**config.mk**
```make
export PLATFORM = sky130hd
export DESIGN_NAME = slpadc_ctrl
export DESIGN_NICKNAME = d
export VERILOG_FILES = /design/src/rtl/slpadc_pkg.sv /design/src/rtl/slpadc_launch.sv /design/src/rtl/slpadc_irq.sv /design/src/rtl/slpadc_qual.sv /design/src/rtl/slpadc_ctrl.sv
export SDC_FILE = /design/constraint.sdc
export NUM_CORES = 1
export LEC_CHECK = 0
export BUFFER_PORTS_ARGS = -buffer_cell sky130_fd_sc_hd__buf_2
export CAP_MARGIN = 20
export CORE_UTILIZATION = 25
export DETAILED_ROUTE_END_ITERATION = 7
export GPL_TIMING_DRIVEN = 0
export SYNTH_ARGS = -nofsm -noshare
export SYNTH_HDL_FRONTEND = slang
export SYNTH_HIERARCHICAL = 1
export SYNTH_SLANG_ARGS = --single-unit
```
**constraint.sdc**
```tcl
create_clock -name clk -period 1.13 [get_ports clk]
set_input_delay 0.113 -clock clk [delete_from_list [all_inputs] [get_ports clk]]
set_output_delay 0.113 -clock clk [all_outputs]
set_load 0.005 [all_outputs]
```
**src/rtl/slpadc_pkg.sv**
```systemverilog
`timescale 1ns/1ps
// Shared definitions for the sleep-triggered ADC controller.
// Assumes the sleep controller presents its mode as a 3-bit code.
package slpadc_pkg;
    localparam int SLP_W = 3;

    typedef enum logic [SLP_W-1:0] {
        SLP_IDLE    = 3'd0,
        SLP_QUIET   = 3'd1,
        SLP_PWRDN   = 3'd2,
        SLP_PWRSAVE = 3'd3,
        SLP_STBY    = 3'd6,
        SLP_XSTBY   = 3'd7
    } slp_mode_e;

    // True for the sleep modes in which a halt launches a conversion.
    function automatic logic mode_is_quiet(input logic [SLP_W-1:0] m);
        return (m == SLP_IDLE) || (m == SLP_QUIET);
    endfunction
endpackage

```
**src/rtl/slpadc_launch.sv**
```systemverilog
`timescale 1ns/1ps
// Launch sequencer: detects a fresh processor halt, checks the launch
// conditions and issues a one-cycle start, with the extended flag for
// the first start after an enable rise. Owns the busy state.
// Assumes cpu_halt_i is a level that stays high while halted.
module slpadc_launch
    import slpadc_pkg::*;
(
    input  logic             clk,
    input  logic             rst_n,
    input  logic             en_i,
    input  logic             single_i,
    input  logic             irq_en_i,
    input  logic [SLP_W-1:0] sleep_mode_i,
    input  logic             cpu_halt_i,
    input  logic             conv_done_i,
    output logic             start_o,
    output logic             ext_o,
    output logic             busy_o,
    output logic             launch_o,
    output logic             done_ok_o,
    output logic             en_rise_o
);
    logic halt_q, en_q, ext_pend, start_q, ext_q, busy_q;

    logic halt_rise, launch;
    assign halt_rise = cpu_halt_i & ~halt_q;
    assign en_rise_o = en_i & ~en_q;
    assign launch    = halt_rise & mode_is_quiet(sleep_mode_i) & en_i
                     & single_i & irq_en_i & ~busy_q;
    assign done_ok_o = conv_done_i & busy_q;
    assign launch_o  = launch;

    // Edge-detect history of halt and enable.
    always_ff @(posedge clk) begin
        if (!rst_n) begin
            halt_q <= 1'b0;
            en_q   <= 1'b0;
        end else begin
            halt_q <= cpu_halt_i;
            en_q   <= en_i;
        end
    end

    // Remember that the next start must be extended.
    always_ff @(posedge clk) begin
        if (!rst_n)          ext_pend <= 1'b0;
        else if (launch)     ext_pend <= 1'b0;
        else if (en_rise_o)  ext_pend <= 1'b1;
    end

    // One-cycle start pulse and its extended qualifier.
    always_ff @(posedge clk) begin
        if (!rst_n) begin
            start_q <= 1'b0;
            ext_q   <= 1'b0;
        end else begin
            start_q <= launch;
            ext_q   <= launch & (ext_pend | en_rise_o);
        end
    end

    // Busy from start until completion or disable.
    always_ff @(posedge clk) begin
        if (!rst_n)          busy_q <= 1'b0;
        else if (!en_i)      busy_q <= 1'b0;
        else if (launch)     busy_q <= 1'b1;
        else if (done_ok_o)  busy_q <= 1'b0;
    end

    assign start_o = start_q;
    assign ext_o   = ext_q;
    assign busy_o  = busy_q;

    a_r1_quiet_mode: assert property (@(posedge clk) disable iff (!rst_n)
        start_q |-> $past(mode_is_quiet(sleep_mode_i)));
    a_r2_all_enables: assert property (@(posedge clk) disable iff (!rst_n)
        start_q |-> $past(en_i && single_i && irq_en_i && !busy_q));
    a_r3_one_cycle: assert property (@(posedge clk) disable iff (!rst_n)
        start_q |=> !start_q);
    a_r4_busy_with_start: assert property (@(posedge clk) disable iff (!rst_n)
        start_q |-> busy_q);
    a_r7_ext_only_on_start: assert property (@(posedge clk) disable iff (!rst_n)
        ext_q |-> start_q);
endmodule

```
**src/rtl/slpadc_irq.sv**
```systemverilog
`timescale 1ns/1ps
// Completion signalling: sticky interrupt request and a wake pulse that
// is withheld when another source woke the processor during the run.
// Assumes done_ok_i is already qualified by the busy state.
module slpadc_irq (
    input  logic clk,
    input  logic rst_n,
    input  logic launch_i,
    input  logic busy_i,
    input  logic done_ok_i,
    input  logic other_wake_i,
    input  logic irq_clr_i,
    output logic irq_o,
    output logic wake_o
);
    logic irq_q, wake_q, woke_q;

    // Sticky interrupt: completion wins over a clear on the same cycle.
    always_ff @(posedge clk) begin
        if (!rst_n)          irq_q <= 1'b0;
        else if (done_ok_i)  irq_q <= 1'b1;
        else if (irq_clr_i)  irq_q <= 1'b0;
    end

    // Record an earlier wake by another source during the current run.
    always_ff @(posedge clk) begin
        if (!rst_n)                      woke_q <= 1'b0;
        else if (launch_i)               woke_q <= 1'b0;
        else if (busy_i && other_wake_i) woke_q <= 1'b1;
    end

    // Wake pulse on a completion nobody else has answered.
    always_ff @(posedge clk) begin
        if (!rst_n) wake_q <= 1'b0;
        else        wake_q <= done_ok_i & ~woke_q & ~other_wake_i;
    end

    assign irq_o  = irq_q;
    assign wake_o = wake_q;

    a_r5_irq_sets: assert property (@(posedge clk) disable iff (!rst_n)
        done_ok_i |=> irq_q);
    a_r5_irq_clears: assert property (@(posedge clk) disable iff (!rst_n)
        (irq_clr_i && !done_ok_i) |=> !irq_q);
    a_r6_no_late_wake: assert property (@(posedge clk) disable iff (!rst_n)
        (woke_q && done_ok_i) |=> !wake_q);
    a_r6_wake_pulse: assert property (@(posedge clk) disable iff (!rst_n)
        wake_q |=> !wake_q);
endmodule

```
**src/rtl/slpadc_qual.sv**
```systemverilog
`timescale 1ns/1ps
// Result quality tracker: marks the result that follows a reference
// change or an enable rise as suspect, and clears after one such result.
// Assumes launch_i and done_ok_i come from the launch sequencer.
module slpadc_qual #(
    parameter int REF_W = 2
) (
    input  logic             clk,
    input  logic             rst_n,
    input  logic [REF_W-1:0] ref_sel_i,
    input  logic             en_rise_i,
    input  logic             launch_i,
    input  logic             busy_i,
    input  logic             done_ok_i,
    output logic             suspect_o
);
    logic [REF_W-1:0] ref_q;
    logic dirty_q, tag_q, suspect_q;
    logic mark;
    assign mark = (ref_sel_i != ref_q) | en_rise_i;

    // Track the last reference selection.
    always_ff @(posedge clk) begin
        if (!rst_n) ref_q <= '0;
        else        ref_q <= ref_sel_i;
    end

    // Unconsumed disturbance waiting for the next start.
    always_ff @(posedge clk) begin
        if (!rst_n)        dirty_q <= 1'b0;
        else if (launch_i) dirty_q <= mark;
        else if (mark)     dirty_q <= 1'b1;
    end

    // Quality tag of the conversion in flight.
    always_ff @(posedge clk) begin
        if (!rst_n)              tag_q <= 1'b0;
        else if (launch_i)       tag_q <= dirty_q | mark;
        else if (mark && busy_i) tag_q <= 1'b1;
    end

    // Deliver the tag with each result.
    always_ff @(posedge clk) begin
        if (!rst_n)         suspect_q <= 1'b0;
        else if (done_ok_i) suspect_q <= tag_q | mark;
    end

    assign suspect_o = suspect_q;

    a_r8_hold: assert property (@(posedge clk) disable iff (!rst_n)
        !done_ok_i |=> $stable(suspect_q));
    a_r8_tagged: assert property (@(posedge clk) disable iff (!rst_n)
        (done_ok_i && tag_q) |=> suspect_q);
endmodule

```
**src/rtl/slpadc_ctrl.sv**
```systemverilog
`timescale 1ns/1ps
// Top of the sleep-triggered ADC conversion controller. Wires the launch
// sequencer, completion signalling and quality tracker together.
// Assumes all inputs are synchronous to clk.
module slpadc_ctrl
    import slpadc_pkg::*;
#(
    parameter int REF_W = 2
) (
    input  logic             clk,
    input  logic             rst_n,
    input  logic             en_i,
    input  logic             single_i,
    input  logic             irq_en_i,
    input  logic [SLP_W-1:0] sleep_mode_i,
    input  logic             cpu_halt_i,
    input  logic             conv_done_i,
    input  logic             other_wake_i,
    input  logic             irq_clr_i,
    input  logic [REF_W-1:0] ref_sel_i,
    output logic             conv_start_o,
    output logic             conv_ext_o,
    output logic             busy_o,
    output logic             irq_o,
    output logic             wake_o,
    output logic             suspect_o
);
    logic launch, done_ok, en_rise;

    slpadc_launch u_launch (
        .clk(clk), .rst_n(rst_n), .en_i(en_i), .single_i(single_i),
        .irq_en_i(irq_en_i), .sleep_mode_i(sleep_mode_i),
        .cpu_halt_i(cpu_halt_i), .conv_done_i(conv_done_i),
        .start_o(conv_start_o), .ext_o(conv_ext_o), .busy_o(busy_o),
        .launch_o(launch), .done_ok_o(done_ok), .en_rise_o(en_rise)
    );

    slpadc_irq u_irq (
        .clk(clk), .rst_n(rst_n), .launch_i(launch), .busy_i(busy_o),
        .done_ok_i(done_ok), .other_wake_i(other_wake_i),
        .irq_clr_i(irq_clr_i), .irq_o(irq_o), .wake_o(wake_o)
    );

    slpadc_qual #(.REF_W(REF_W)) u_qual (
        .clk(clk), .rst_n(rst_n), .ref_sel_i(ref_sel_i), .en_rise_i(en_rise),
        .launch_i(launch), .busy_i(busy_o), .done_ok_i(done_ok),
        .suspect_o(suspect_o)
    );
endmodule

```
==> out/qor.txt, run 1 <==
status - finished clean
CTS Root Cell - clkbuf_4
DR vias - 404
initial antenna violation count - 0
DIE HEIGHT - 48.98 um
CTS buffer count - 3
crit path from - u_launch/halt_q
total wire length - 881 um
largest net degree at the start of global routing - 13
commonest non-fill, non-tap cell in the layout - buf_2
Netlist cell types - 22
FF-to-FF path depth - 3
synthesized area - 551.8 um^2
final core utilization - 0.3620
ANT cells - 0
syn avg cell area - 11.74 um^2
dpl cells - 92
Levels on crit path - 3
Die X-Extent - 48.98 um
core area - 0.002022 mm^2
R2R Path End - u_qual/tag_q
HP Class - in -> reg
initial drt markers - 1
Clock Sink Count - 14
first-pass GRT wire length - 1587 um
drt wl/cell - 8.990 um
# rows - 16
Syn Inst Count - 47
sequential area share after synthesis - 0.5079
RSZ-0062 raised after global routing - true
startpoint types - flip-flop
P&R area growth vs syn - 32.65%
Worst-path clk slew - 0.08 ns
crit path time final - 1.045 ns
Max-slew headroom - 0.7732
GP Congestion - 0.6338
WP buf/inv - 0
LEAKAGE - 0.3354 nW
cell family with most CP delay - simple AND/OR/NAND/NOR gates
crit end category - flip-flop
antenna viol nets, final - 0
NumNets Final - 86
Max Cap Viol - 0
syn nets - 61
Pre-Repair DR Iteration Count - 4
initial core utilization - 0.2729
crit-path cells - nor4_4 -> nor2b_2 -> a221oi_2
full die area - 0.002399 mm^2
clock skew - 0.001719 ns
final hold vios - 0
Layout fillers - 224
Via density - 4.122
number of global-route vias before repair - 371
most frequent cells in the layout - 18 x buf_2, 12 x dfxtp_1, 5 x and2_1
Setup Viol. Count Final - 0
IR drop worst, VDD - 0.0006452 V
CP required - 1.29 ns
Tcrit/Tclk final - 0.9248
Final Max Slew Viols - 0
PwrDens - 1285 mW/mm^2
worst r2r src - u_launch/halt_q
Worst Path Arrival - 1.21 ns
R2R Setup Slk - 0.09 ns
# H-tree levels - 1
Max Buffers Root-to-Sink - 2
IO Pins - 20
Yosys reg bits - 14
f_max - 957.0 MHz
All-Layer GR Usage - 0.09103
CP endpoint - u_qual/tag_q
Final Non-Filler Cells - 98
critical path class - reg -> reg
slowest stage cell, crit path - dfxtp_2
CTS tree - done
PortBufs - 18
Worst Tran Pin Value - 0.3377 ns
CP peak stage delay - 0.33 ns
WHS - 0.04092 ns
# DRC - 0
share of layout cells above drive strength 1 - 0.4789
synth warn - 6
Crit Path Max Fanout - 6
total gr overflow - 0
worst-skew pair later-pin latency - 0.28 ns
-- metrics by stage --
step / power [mW] / cell area, um^2 / TNS (ns) / setup slack, ns
global placement: 0.5960 / 678.2 / -0.6205 / -0.2268
floorplan: 0.5607 / 554.3 / -0.02442 / -0.02442
finish: 0.9409 / 732.0 / 0 / 0.08503
CTS: 0.9643 / 729.5 / 0 / 0.06923
global route: 1.011 / 732.0 / -0.01983 / -0.01983
detailed placement: 0.5984 / 678.2 / -0.6632 / -0.2421
-- worst register-to-register path: cells and delay by family, from the launching register on --
kind             cells  cell delay (ns)
AND/OR/NAND/NOR      2             0.54
flip-flops           1             0.33
AO/OA/AOI/OAI        1             0.06
-- kinds of logic after synthesis --
| family | synth area share |
|---|---|
| AO/OA/AOI/OAI | 0.1338 |
| flip-flops | 0.5079 |
| AND/OR/NAND/NOR | 0.3129 |
| buffers and inverters | 0.01361 |
| XOR/XNOR | 0.03175 |
-- area by class of cell --
class,count,area (um^2),area share
sequential,14,282.8,0.3863
multi-input combinational,31,266.5,0.3641
timing repair buffer,20,105.1,0.1436
clock buffer,4,36.28,0.04957
tap,27,33.78,0.04615
inverter,2,7.507,0.01026
-- per-layer routing --
metal,GRT usage,vias up,wire length (um)
met2,0.1366,18,382
met1,0.1004,175,410
met5,0,-,0
met3,0.06542,0,88
li1,-,211,-
met4,0.02941,0,0
-- state kept, by name, indices dropped and copies added (netlist names) --
name,count
u_qual/ref_q,2
u_irq/irq_o,1
u_irq/wake_o,1
u_irq/woke_q,1
u_launch/busy_o,1
u_launch/en_q,1
u_launch/ext_o,1
u_launch/ext_pend,1
u_launch/halt_q,1
u_launch/start_o,1
u_qual/dirty_q,1
u_qual/suspect_o,1
u_qual/tag_q,1
-- timing repair --
action,CTS,global route
hold buffers,0,0
setup buffers,2,0
resized for setup,0,2
endpoints found under the setup margin,1,1
pin swaps,1,0
-- report_power, final --
part           internal [mW]  switching, mW  total [mW]
sequential             0.508        0.00656       0.514
combinational         0.0354         0.0365      0.0719
clock                  0.196          0.159       0.355
-- cells in the mapped netlist --
master,n,area [um^2]
dfxtp_1,14,280.3
and2_1,5,31.28
nor2b_1,3,18.77
a21oi_1,2,10.01
inv_1,2,7.510
nor2_1,2,7.510
o21a_1,2,15.01
o21ai_0,2,10.01
xor2_1,2,17.52
a221oi_2,1,15.01
a31oi_1,1,6.260
and2_2,1,7.510
and4bb_1,1,12.51
nand2b_1,1,6.260
nand4b_4,1,23.77
nor2b_4,1,13.76
nor3_2,1,10.01
nor3b_2,1,12.51
nor4_4,1,21.27
o211a_1,1,10.01
o31ai_1,1,7.510
or2b_1,1,7.510
-- worst min path at each step --
stage / depth (start not counted) / slack [ns] / end / start
2_1_floorplan: 1 / 0.23 / u_irq/irq_o / rst_n
6_report: 2 / 0.04 / u_launch/halt_q / cpu_halt_i
3_5_place_dp: 2 / 0.33 / u_launch/halt_q / cpu_halt_i
5_1_grt: 2 / 0.03 / u_launch/halt_q / cpu_halt_i
3_3_place_gp: 2 / 0.32 / u_launch/halt_q / cpu_halt_i
4_1_cts: 2 / 0.03 / u_launch/halt_q / cpu_halt_i
(Power assumes the default switching activity.)
==> run 2: changes to the inputs <==
--- a/config.mk
+++ b/config.mk
@@ -5,6 +5,7 @@
 export SDC_FILE = /design/constraint.sdc
 export NUM_CORES = 1
 export LEC_CHECK = 0
+export ABC_AREA = 1
 export BUFFER_PORTS_ARGS = -buffer_cell sky130_fd_sc_hd__buf_2
 export CAP_MARGIN = 20
 export CORE_UTILIZATION = 25
==> out/qor.txt, run 2 <==
Via density - 3.730 (-9.5%)
startpoint types - flip-flop
synth warn - 6 (unchanged)
share of layout cells above drive strength 1 - 0.3717 (-0.1072)
syn nets - 98 (+61%)
crit path time final - 1.080 ns (+0.03468 ns)
initial drt markers - 9 (+8)
Post-DP HPWL - 776.2 um
slowest stage cell, crit path - dfxtp_4
internal power - 0.7401 mW (+0.14%)
CTS buffer count - 3 (unchanged)
sequential area share after synthesis - 0.4828 (-0.02518)
CTS Root Cell - clkbuf_4
crit end category - primary output
number of global-route vias before repair - 489 (+32%)
status - finished clean
Top FF cell, synth - dfxtp_1
Netlist cell types - 12 (-45%)
cell family with most CP delay - flip-flops
Tcrit/Tclk final - 0.9554 (+0.03069)
Crit Path Max Fanout - 3 (-3)
HP Start - cpu_halt_i
worst-skew pair later-pin latency - 0.27 ns (about the same)
Setup Viol. Count Final - 0 (unchanged)
WP buf/inv - 3 (+3)
total gr overflow - 0 (unchanged)
Max Buffers Root-to-Sink - 2 (unchanged)
FFs w/ async S/R, synth - 0 (unchanged)
Yosys reg bits - 14 (unchanged)
DR vias - 526 (+30%)
hold endpoint - u_launch/halt_q
synthesized area - 580.6 um^2 (+5.2%)
GP Congestion - 0.7117 (+12%)
Clock Sink Count - 14 (unchanged)
PortBufs - 18 (unchanged)
syn avg cell area - 6.911 um^2 (-41%)
Worst-path clk slew - 0.09 ns (about the same)
power share of the combinational group - 0.091 (+0.015)
Layout fillers - 238 (+6.3%)
most frequent cells in the layout - 24 x inv_1, 19 x nand2_1, 17 x buf_2
HP Class - in -> reg
max FFs per register - 2 (unchanged)
Top reg by flops - u_qual/ref_q
final hold vios - 0 (unchanged)
IO Pins - 20 (unchanged)
CP required - 1.02 ns (-0.27 ns)
R2R Setup Slk - 0.06 ns (-0.03 ns)
clock network power share - 0.373 (-0.004)
Post-synth top cells - 26 x inv_1, 22 x nand2_1, 14 x dfxtp_1
# rows - 17 (+1)
Yosys top cell area share - 0.4828 (-0.02518)
largest net degree at the start of global routing - 12 (-1)
Switching Fraction - 0.2214 (+0.006827)
final core utilization - 0.3786 (+0.01664)
largest area contributor in the netlist - dfxtp_1
most area-consuming cells after synthesis - dfxtp_1 48%, inv_1 17%, nand2_1 14%
worst r2r src - u_launch/busy_o
Worst Tran Pin Value - 0.1997 ns (-0.1381 ns)
worst hold stages - 3 (+1)
most used cell, CP - buf_6
antenna viol nets, final - 0 (unchanged)
P&R area growth vs syn - 42.89%
initial antenna violation count - 0 (unchanged)
Pre-Repair DR Iteration Count - 4 (unchanged)
EDFF count, synth - 0 (unchanged)
LEAKAGE - 0.4794 nW (+43%)
most frequent cell after synthesis - inv_1
Final Max Slew Viols - 0 (unchanged)
clock skew - 0.003740 ns (+0.002021 ns)
NetSw - 0.2104 mW (+4.2%)
drt wl/cell - 7.525 um (-16%)
All-Layer GR Usage - 0.09751 (+0.006486)
crit path from - u_launch/busy_o
critical path class - reg -> out
core area - 0.002191 mm^2 (+8.4%)
ANT cells - 0 (unchanged)
NumNets Final - 128 (+49%)
Worst Path Arrival - 0.97 ns (-0.24 ns)
first-pass GRT wire length - 1828 um (+15%)
CTS tree - done
# DRC - 0 (unchanged)
Worst Setup Slack, final - 0.05035 ns (-0.03468 ns)
IR drop worst, VDD - 0.0005688 V (-12%)
# H-tree levels - 1 (unchanged)
R2R Path End - u_qual/tag_q
full die area - 0.002519 mm^2 (+5.0%)
initial core utilization - 0.2650 (-0.007904)
PwrDens - 1146 mW/mm^2 (-11%)
commonest non-fill, non-tap cell in the layout - inv_1
part of the power in registers - 0.537 (-0.010)
Max Cap Viol - 0 (unchanged)
FF-to-FF path depth - 8 (+5)
CP peak stage delay - 0.36 ns (+0.03 ns)
pre-CTS setup slack - -0.03379 ns (+0.2083 ns)
crit-path cells - buf_6 -> buf_4 -> buf_6
total wire length - 1061 um (+20%)
Max-slew headroom - 0.8669 (+0.09373)
f_max - 926.2 MHz (-3.2%)
Die X-Extent - 50.19 um (+2.5%)
DIE HEIGHT - 50.19 um (+2.5%)
Syn Inst Count - 84 (+79%)
[run 2: kinds of logic after synthesis]
logic type,share of synthesized area
and+or+nand+nor,0.2759
buffers and inverters,0.1681
DFF,0.4828
AOI/OAI and AO/OA,0.07327
[run 2: cell type report]
class	count	area (um^2)	share of cell area
tap	28	35.03	0.04223
clock buffer	4	36.28	0.04374
sequential	14	284.0	0.3424
timing repair buffer	25	155.1	0.1870
inverter	26	100.1	0.1207
multi-input combinational	44	219.0	0.2640
[run 2: timing repair]
item | in CTS | in global routing
resized for setup | 1 | 8
hold endpoints to repair | 1 | 0
gates cloned | 0 | 0
pin swaps | 0 | 1
setup buffers | 2 | 4
hold buffers | 1 | 0
setup endpoints to repair | 1 | 4
[run 2: worst max-delay path by stage]
stage / to / cells past startpoint
2_1_floorplan: u_qual/tag_q / 8
3_3_place_gp: u_qual/tag_q / 8
3_5_place_dp: u_qual/tag_q / 8
4_1_cts: u_qual/tag_q / 8
5_1_grt: u_qual/tag_q / 8
6_report: busy_o / 3
[run 2: power by group through the flow]
stage / registers [mW] / logic (mW) / clock network (mW)
floorplan: 0.523 / 0.0424 / 0
global placement: 0.523 / 0.0759 / 0
detailed placement: 0.524 / 0.0779 / 0
CTS: 0.512 / 0.0825 / 0.377
global route: 0.512 / 0.0994 / 0.398
finish: 0.510 / 0.0860 / 0.354
[run 2: through the flow]
stage | hold WS (ns) | TNS, ns | std cells | total power [mW] | area [um^2]
2_1_floorplan | 0.1839 | 0 | 84 | 0.5652 | 584.3
3_3_place_gp | 0.2988 | -0.02380 | 130 | 0.5991 | 709.4
3_5_place_dp | 0.3021 | -0.03379 | 130 | 0.6016 | 709.4
4_1_cts | 0.01357 | 0 | 137 | 0.9711 | 773.2
5_1_grt | 0.03447 | -0.0005365 | 141 | 1.009 | 829.5
6_report | 0.02864 | 0 | 141 | 0.9505 | 829.5
[run 2: worst register-to-register path, cell delays in order (launching register included)]
cell and delay (ns):
dfxtp_4 0.37, inv_2 0.04, nand2_2 0.05, nor2_2 0.04, nand2_2 0.10, inv_4 0.06
or2_4 0.22, nand2_2 0.06, a21oi_2 0.04
[run 2: routing by layer]
layer | track usage | vias up | share of wire
li1 | - | 298 | -
met1 | 0.1173 | 217 | 0.48
met2 | 0.1467 | 11 | 0.48
met3 | 0.03636 | 0 | 0.041
met4 | 0.05714 | 0 | 0
met5 | 0 | - | 0
==> run 3: changes to the inputs <==
--- a/config.mk
+++ b/config.mk
@@ -11,6 +11,7 @@
 export CORE_UTILIZATION = 25
 export DETAILED_ROUTE_END_ITERATION = 7
 export GPL_TIMING_DRIVEN = 0
+export SETUP_SLACK_MARGIN = 0.15
 export SYNTH_ARGS = -nofsm -noshare
 export SYNTH_HDL_FRONTEND = slang
 export SYNTH_HIERARCHICAL = 1
==> constraint.sdc (replaced) <==
create_clock -name clk -period 1.13 [get_ports clk]
set_input_delay 0.226 -clock clk [delete_from_list [all_inputs] [get_ports clk]]
set_output_delay 0.226 -clock clk [all_outputs]
set_load 0.005 [all_outputs]
==> out/qor.txt, run 3 (synthesized netlist as in run 2, its figures left out) <==
IO Pins - 20 (unchanged)
P&R area growth vs syn - 39.22%
CTS buffer count - 3 (unchanged)
antenna viol nets, final - 0 (unchanged)
WHS - 0.1187 ns (+0.09006 ns)
worst r2r src - u_launch/busy_o
critical path class - reg -> reg
number of global-route vias before repair - 530 (+8.4%)
DR vias - 544 (+3.4%)
FF-to-FF path depth - 8 (unchanged)
first-pass GRT wire length - 2001 um (+9.5%)
Clock Sink Count - 14 (unchanged)
Pwr Total - 0.9496 mW (about the same)
RSZ-0062 raised after global routing - true
R2R Path End - u_qual/tag_q
status - finished clean
initial core utilization - 0.2650 (unchanged)
# DRC - 0 (unchanged)
DIE HEIGHT - 50.19 um (unchanged)
# rows - 17 (unchanged)
Top reg by flops - u_qual/ref_q
initial drt markers - 4 (-5)
final hold vios - 0 (unchanged)
Layout fillers - 236 (-0.84%)
# H-tree levels - 1 (unchanged)
Worst Setup Slack, final - 0.03257 ns (-0.01777 ns)
hold endpoint - u_irq/wake_o
Max Cap Viol - 0 (unchanged)
share of layout cells above drive strength 1 - 0.3909 (+0.01923)
pre-CTS setup slack - -0.02782 ns (+0.005969 ns)
Final TNS setup - 0 ns (unchanged)
HP Start - other_wake_i
ANT cells - 0 (unchanged)
Final Max Slew Viols - 0 (unchanged)
worst-skew pair later-pin latency - 0.28 ns (about the same)
worst hold stages - 2 (-1)
clock skew - 0.005576 ns (+0.001836 ns)
crit end category - flip-flop
f_max - 911.2 MHz (-1.6%)
startpoint types - flip-flop
R2R Setup Slk - 0.03 ns (-0.03 ns)
full die area - 0.002519 mm^2 (unchanged)
max FFs per register - 2 (unchanged)
CTS tree - done
Max-slew headroom - 0.8619 (-0.005001)
Worst-path clk slew - 0.09 ns (about the same)
initial antenna violation count - 0 (unchanged)
Pre-Repair DR Iteration Count - 4 (unchanged)
largest net degree at the start of global routing - 12 (unchanged)
most frequent cells in the layout - 24 x inv_1, 21 x nand2_1, 17 x buf_2
Hold Buf Count CTS - 0 (-1)
CP required - 1.31 ns (+0.29 ns)
total gr overflow - 0 (unchanged)
Tcrit/Tclk final - 0.9712 (+0.01573)
LEAKAGE - 0.4651 nW (-3.0%)
commonest non-fill, non-tap cell in the layout - inv_1
Worst Tran Pin Value - 0.2072 ns (+0.007501 ns)
CTS Root Cell - clkbuf_4
Via density - 3.942 (+5.7%)
All-Layer GR Usage - 0.1114 (+0.01388)
PortBufs - 18 (unchanged)
Setup Viol. Count Final - 0 (unchanged)
total wire length - 1116 um (+5.2%)
crit path from - u_launch/busy_o
core area - 0.002191 mm^2 (unchanged)
Crit Path Max Fanout - 6 (+3)
Worst Path Arrival - 1.28 ns (+0.31 ns)
drt wl/cell - 8.087 um (+7.5%)
GP Congestion - 0.6567 (-7.7%)
Max Buffers Root-to-Sink - 2 (unchanged)
PwrDens - 1175 mW/mm^2 (+2.5%)
Post-DP HPWL - 783.7 um (+0.97%)
NumNets Final - 125 (-2.3%)
Die X-Extent - 50.19 um (unchanged)
IR drop worst, VDD - 0.0004858 V (-15%)
HP Class - in -> reg
crit path time final - 1.097 ns (+0.01777 ns)
[run 3: cell types whose count changed in the layout (fill, tap and decap cells not counted)]
| cell | previous run | this run |
|---|---|---|
| dlygate4sd3_1 | 1 | 0 |
| nor2_1 | 8 | 6 |
| inv_2 | 1 | 2 |
| dfxtp_2 | 0 | 2 |
| inv_4 | 1 | 0 |
| a21oi_1 | 2 | 1 |
| dfxtp_1 | 13 | 11 |
| nor2_2 | 1 | 3 |
| buf_4 | 5 | 3 |
| nand2_2 | 3 | 1 |
| a21oi_2 | 3 | 4 |
| nand2_1 | 19 | 21 |
[run 3: report_power, final]
part	leakage, nW	switching, mW	internal, mW
logic	0.328	0.0468	0.0364
clock network	0.0210	0.160	0.196
registers	0.116	0.00526	0.505
[run 3: worst max path at each step]
| stage | slack, ns | to |
|---|---|---|
| 4_1_cts | 0.04 | u_qual/tag_q |
| 5_1_grt | -0.05 | u_qual/dirty_q |
| 3_3_place_gp | -0.0002 | u_qual/tag_q |
| 3_5_place_dp | -0.03 | u_qual/tag_q |
| 6_report | 0.03 | u_qual/tag_q |
| 2_1_floorplan | 0.07 | u_qual/tag_q |
[run 3: through the flow]
step                      instances  area [um^2]  utilization
final                           138        808.3       0.3689
after global routing            138        808.3       0.3689
after detailed placement        130        711.9       0.3250
after global placement          130        711.9       0.3250
after CTS                       137        779.5       0.3558
after floorplan                  84        586.8            -
[run 3: per-layer routing]
| layer | GRT usage | vias up | routed length, um |
|---|---|---|---|
| met2 | 0.1800 | 14 | 553 |
| met1 | 0.1058 | 236 | 477 |
| met3 | 0.03030 | 4 | 43 |
| li1 | - | 290 | - |
| met5 | 0 | - | 0 |
| met4 | 0.1286 | 0 | 42 |
[run 3: final cells by class]
class,instances,area (um^2),area share
inverters,26,97.59,0.1207
flip-flops and latches,14,286.5,0.3545
repair buffers,22,130.1,0.1610
multi-input cells,44,222.7,0.2755
well taps,28,35.03,0.04334
clock buffers,4,36.28,0.04489
[run 3: critical path: stages (launching register included)]
cell     delay, ns
dfxtp_4       0.36
inv_2         0.04
nand2_1       0.04
nor2_1        0.09
nand2_1       0.09
inv_2         0.12
nor2_2        0.06
a21oi_2       0.13
a21oi_2       0.07
[run 3: what timing repair did]
action,4_1_cts,5_1_grt
setup buffers,3,1
pin swaps,3,4
endpoints found under the setup margin,4,10
resized for setup,3,7
